## config.mk

```make
export PLATFORM = sky130hd
export DESIGN_NAME = xo_aux_port
export DESIGN_NICKNAME = d
export VERILOG_FILES = /design/src/rtl/xo_pkg.sv /design/src/rtl/xo_sync_fsm.sv /design/src/rtl/xo_capture.sv /design/src/rtl/xo_split.sv /design/src/rtl/xo_aux_port.sv
export SDC_FILE = /design/constraint.sdc
export NUM_CORES = 1
export LEC_CHECK = 0
export BUFFER_PORTS_ARGS = -buffer_cell sky130_fd_sc_hd__buf_2
export CAP_MARGIN = 20
export CORE_AREA = 3 3 40 42
export DETAILED_ROUTE_END_ITERATION = 10
export DIE_AREA = 0 0 43 45
export PLACE_DENSITY = 0.6
export SETUP_SLACK_MARGIN = 0.3
export SYNTH_ARGS = -nofsm -noshare
export SYNTH_HDL_FRONTEND = slang
export SYNTH_SLANG_ARGS = --single-unit
```

## constraint.sdc

```tcl
create_clock -name clk -period 2.6 [get_ports clk]
set_clock_uncertainty 0.15 [all_clocks]
set_input_delay 0.39 -clock clk [delete_from_list [all_inputs] [get_ports clk]]
set_output_delay 0.39 -clock clk [all_outputs]
set_load 0.05 [all_outputs]
```

## src/rtl/xo_pkg.sv

```systemverilog
package xo_pkg;
    typedef enum logic {
        LVL_LOW  = 1'b0,
        LVL_HIGH = 1'b1
    } lvl_e;
endpackage

```

## src/rtl/xo_sync_fsm.sv

```systemverilog
module xo_sync_fsm
    import xo_pkg::*;
(
    input  logic clk,
    input  logic rst_n,
    input  logic sync_in,
    output logic load
);
    lvl_e state, state_nx;

    // state register
    always_ff @(posedge clk or negedge rst_n) begin
        if (!rst_n) state <= LVL_HIGH;
        else        state <= state_nx;
    end

    // next state and output
    always_comb begin
        state_nx = state;
        load     = 1'b0;
        unique case (state)
            LVL_LOW: begin
                if (sync_in) begin      // RISE
                    state_nx = LVL_HIGH;
                    load     = 1'b1;
                end
            end
            LVL_HIGH: begin
                if (!sync_in) begin     // FALL
                    state_nx = LVL_LOW;
                end
            end
            default: state_nx = LVL_HIGH;
        endcase
    end

    AST_FALL_NO_LOAD: assert property (@(posedge clk) disable iff (!rst_n)
        $fell(sync_in) |-> !load) else $error("fall loaded");
endmodule

```

## src/rtl/xo_capture.sv

```systemverilog
module xo_capture #(
    parameter int DATA_W = 8
) (
    input  logic              clk,
    input  logic              rst_n,
    input  logic              load,
    input  logic [DATA_W-1:0] din,
    output logic [DATA_W-1:0] q
);
    always_ff @(posedge clk or negedge rst_n) begin
        if (!rst_n)    q <= '0;
        else if (load) q <= din;
    end

    AST_RESET_CLEAR: assert property (@(posedge clk)
        !rst_n |-> q == '0) else $error("reset value");
    AST_LOAD_TAKES_DIN: assert property (@(posedge clk) disable iff (!rst_n)
        load |=> q == $past(din)) else $error("load value");
    AST_HOLD_NO_LOAD: assert property (@(posedge clk) disable iff (!rst_n)
        !load |=> $stable(q)) else $error("hold");
endmodule

```

## src/rtl/xo_split.sv

```systemverilog
module xo_split #(
    parameter int DATA_W = 8,
    parameter int SND_W  = 4,
    localparam int LED_W = DATA_W - SND_W
) (
    input  logic [DATA_W-1:0] word,
    output logic [SND_W-1:0]  snd,
    output logic [LED_W-1:0]  led
);
    for (genvar i = 0; i < SND_W; i++) begin : g_snd
        assign snd[i] = word[LED_W + i];
    end
    for (genvar j = 0; j < LED_W; j++) begin : g_led
        assign led[j] = word[j];
    end
endmodule

```

## src/rtl/xo_aux_port.sv

```systemverilog
module xo_aux_port #(
    parameter int DATA_W   = 8,
    parameter int OUT_W    = 8,
    parameter int SYNC_BIT = 6,
    parameter int SND_W    = 4
) (
    input  logic                    clk,
    input  logic                    rst_n,
    input  logic [OUT_W-1:0]        out_bus,
    input  logic [DATA_W-1:0]       acc,
    output logic [SND_W-1:0]        snd_sample,
    output logic [DATA_W-SND_W-1:0] led_out
);
    localparam int LED_W = DATA_W - SND_W;

    logic              load;
    logic [DATA_W-1:0] word_q;
    logic              unused_out_bits;

    assign unused_out_bits = ^out_bus;

    xo_sync_fsm u_fsm (
        .clk     (clk),
        .rst_n   (rst_n),
        .sync_in (out_bus[SYNC_BIT]),
        .load    (load)
    );

    xo_capture #(.DATA_W(DATA_W)) u_cap (
        .clk   (clk),
        .rst_n (rst_n),
        .load  (load),
        .din   (acc),
        .q     (word_q)
    );

    xo_split #(.DATA_W(DATA_W), .SND_W(SND_W)) u_split (
        .word (word_q),
        .snd  (snd_sample),
        .led  (led_out)
    );

    AST_FALL_KEEPS_WORD: assert property (@(posedge clk) disable iff (!rst_n)
        $fell(out_bus[SYNC_BIT]) |=> $stable(word_q)) else $error("fall changed");

    if (LED_W < 1) begin : g_bad
        initial $error("sound field too wide");
    end
endmodule

```

# Word level (Yosys, flattened, before mapping)
# Index checks and enable logic that the tools add are counted.
[word_totals] in_bits=18 ff_bits=9 out_inout_bits=8
[classes] muxes=2
[ops] op="1-bit two-way mux" count=2

# Longest topological paths before layout
[logic_depth] depth_word=2 mapped_depth=3

# By module
# A second synthesis with hierarchy kept.
[unflattened] cells_unflattened=27 area_unflattened_um2=431.7
[by_module_without_submodules] mod="xo_capture" n_inst=1 area_per_inst_um2=331.6 cells_each=17
[by_module_without_submodules] mod="xo_split" n_inst=1 area_per_inst_um2=60.1 cells_each=8
[by_module_without_submodules] mod="xo_sync_fsm" n_inst=1 area_per_inst_um2=40.0 cells_each=2

# Worst setup path before layout
# OpenSTA, ideal clock, no wires.
[synth_path] kind="register to register" from="register u_fsm.state" to="register u_cap.q[0]" required_time_ps=2325 path_stages_with_launch=4 setup_time_ps=125 t_arrival_ps=972 path_buffers=1 slack_ps=1353 cell_sequence="dfstp_2 > nor2b_4 > buf_6 > mux2_4"
[synth_between] elab_chain_len=1
[synth_lines] item="from (decl)" line="xo_sync_fsm.sv:9" source="lvl_e state, state_nx;"
[synth_lines] item="from (signal assigned)" line="xo_sync_fsm.sv:14" source="else state <= state_nx;"
[synth_lines] item="1-bit two-way mux" line="xo_sync_fsm.sv:21" source="unique case (state)"
[synth_lines] item="to (signal assigned)" line="xo_capture.sv:12" source="else if (load) q <= din;"
[synth_lines] item="to (decl)" line="xo_capture.sv:8" source="output logic [DATA_W-1:0] q"
# No other way between the ends.
# A chain may end at the register's enable or synchronous reset.

# Worst setup path after layout
[layout_path] from="register u_cap.q[0]" to="output port led_out[0]"
[layout_lines] item="to (decl)" line="xo_aux_port.sv:12" source="output logic [DATA_W-SND_W-1:0] led_out"
# No word-level cell between the ends.

==> results.ini <==
[yosys]
synth.distinct_cells=5
yosys.area.top_type=dfrtp_1
async_flop_share_pct=100
yosysWarningCount=0
synth_seq_cells=9
synthFlopType=dfrtp_1
synthCells=19
synth_nets=37
synth_area_leaders=dfrtp_1 54%, mux2_4 32%, dfstp_2 7.1%
synth_common_cells=8 x dfrtp_1, 8 x mux2_4, 1 x buf_6, 1 x dfstp_2, 1 x nor2b_4
syn_area_per_cell_um2=19.6
synth_seq_area_share_pct=60.9
synth_top_area_share_pct=53.9
synth_area_um2=372
synth_edf_count=0

[timing]
max_slew_margin_pct=77.9
setup_viol=0
fin_crit_ns=1.41
tightest_slew_ns=0.332
hold_violations=0
fmax_mhz=708
drv_slew=0
timing.final.crit_share_pct=54.4
rsz0062_at_grt=false
fin_tns_setup_ns=0

[clock_tree]
clockBufferDepth=2
htreeDepth=1
clockRootBuffer=clkbuf_4
cts_tree=yes
path_clk_slew_ns=0.06
cts_made_buffers=3
clkLatencyLatePin_ns=0.26
postCtsSetupRepairBufs=0
cts_resized=0
cts.sinks=9

[drt]
wirelength_um=701
vias=232
postRouteAntennaNets=0
drc_errors=0
wire_per_inst_um=12.5
drtIter0Drc=2
viasPerCell=4.14
first_pass_iters=2

[critical_path]
startpoint_type=flip-flop
crit_path_max_incr_delay_ns=0.35
crit_family=flip-flops
critPathMaxFanout=2
cp-end-kind=output pin
arrival_ns=0.87
crit_buf_inv=1
rrSetupSlack_ns=1.33
required_ns=2.06
slowest_stage=dfrtp_1
worstPathCellList=buf_2
crit_type=reg -> out

[finish]
syn_to_final_growth_pct=36.0
drive_gt1_share_pct=75.6
n_antenna_cell=0
final_nets=60

[global_routing]
grt.overflow.total=0
grt_pass1_wl_um=1320
antenna_found_initial=0
grt_pass1_vias=274
grt_max_degree=10
track_usage_pct=9.92

[floorplanning]
die_y_um=45
dieArea_um2=1940
num_rows=13
die_w_um=43
core_region_area_um2=1280
initial_core_util_pct=28.9
pin_count=26

[run]
cap_violations=0

[pwr]
total_power_uw=408
ir_drop_mv=0.276
leakagePower_uw=0.000262
power_density_nw_per_um2=807

[place]
numPortBuffers=18
routabilityCongestion=0.599
hpwlAfterDp_um=523

[outcome]
outcome=finished, final reports clean

[min_path]
min_path_type=in -> reg

[sequential cells by signal (all words and copies together) (netlist names)]
register     cells
u_fsm.state      1
u_cap.q          8
[through the flow]
| stage | setup WS [ns] | hold WS [ns] | cell area [um^2] | instances | utilization, % |
|---|---|---|---|---|---|
| 2_1_floorplan | 1.35 | -0.0556 | 372 | 19 | - |
| 3_3_place_gp | 1.19 | 0.0969 | 469 | 51 | 36.5 |
| 3_5_place_dp | 1.17 | 0.101 | 469 | 51 | 36.5 |
| 4_1_cts | 1.17 | 0.0804 | 505 | 56 | 39.3 |
| 5_1_grt | 1.11 | 0.0716 | 505 | 56 | 39.3 |
| 6_report | 1.19 | 0.0945 | 505 | 56 | 39.3 |
[cell type report]
cell class | instances | area [um^2]
Clock buffer | 4 | 26.3
Fill cell | 131 | 779
Multi-Input combinational cell | 9 | 134
Sequential cell | 9 | 226
Tap cell | 15 | 18.8
Timing Repair Buffer | 19 | 100
[timing repair]
action | in CTS | in global routing
hold buffers | 1 | 0
setup endpoints to repair | 0 | 0
hold endpoints to repair | 8 | 0
[routing by layer]
metal  up-vias  wire length [um]  share of wire, %  track usage (%)
li1        107                 -                 -                -
met1       110               311                44             11.7
met2        13               317                45             12.9
met3         2                58               8.3             5.18
met4         0                14               2.0             9.04
met5         -                 0                 0                0
[report_power, final]
part	switching [uW]	internal (uW)	leakage [uW]	total [uW]
clock network	47.4	59.1	0.0000150	106
logic	86.0	45.5	0.000142	131
registers	9.91	160	0.000104	170
[cell families after synthesis]
group         Yosys count  synth area share [%]
buf+inv                 1                  3.03
flops                   9                  60.9
simple gates            1                  3.70
mux                     8                  32.3
[path summary, 6_finish.rpt]
check	startpoint	endpoint	cells after the start
max in group asynchronous	rst_n	u_fsm.state$_DFF_PN1_	2
min	out_bus[6]	u_fsm.state$_DFF_PN1_	1
min in group asynchronous	rst_n	u_cap.q[0]$_DFFE_PN0P_	2
min reg2reg	u_cap.q[6]$_DFFE_PN0P_	u_cap.q[6]$_DFFE_PN0P_	1
max reg2reg	u_fsm.state$_DFF_PN1_	u_cap.q[1]$_DFFE_PN0P_	2
max	u_cap.q[0]$_DFFE_PN0P_	led_out[0]	1
[layout by cell type (no fill, tap or decap)]
cell type       n
clkbuf_4        3
dlygate4sd3_1   1
clkbuf_1        1
buf_2          18
mux2_4          8
nor2b_4         1
dfstp_2         1
dfrtp_1         8
No activity file was read; power rests on OpenSTA's default activity.
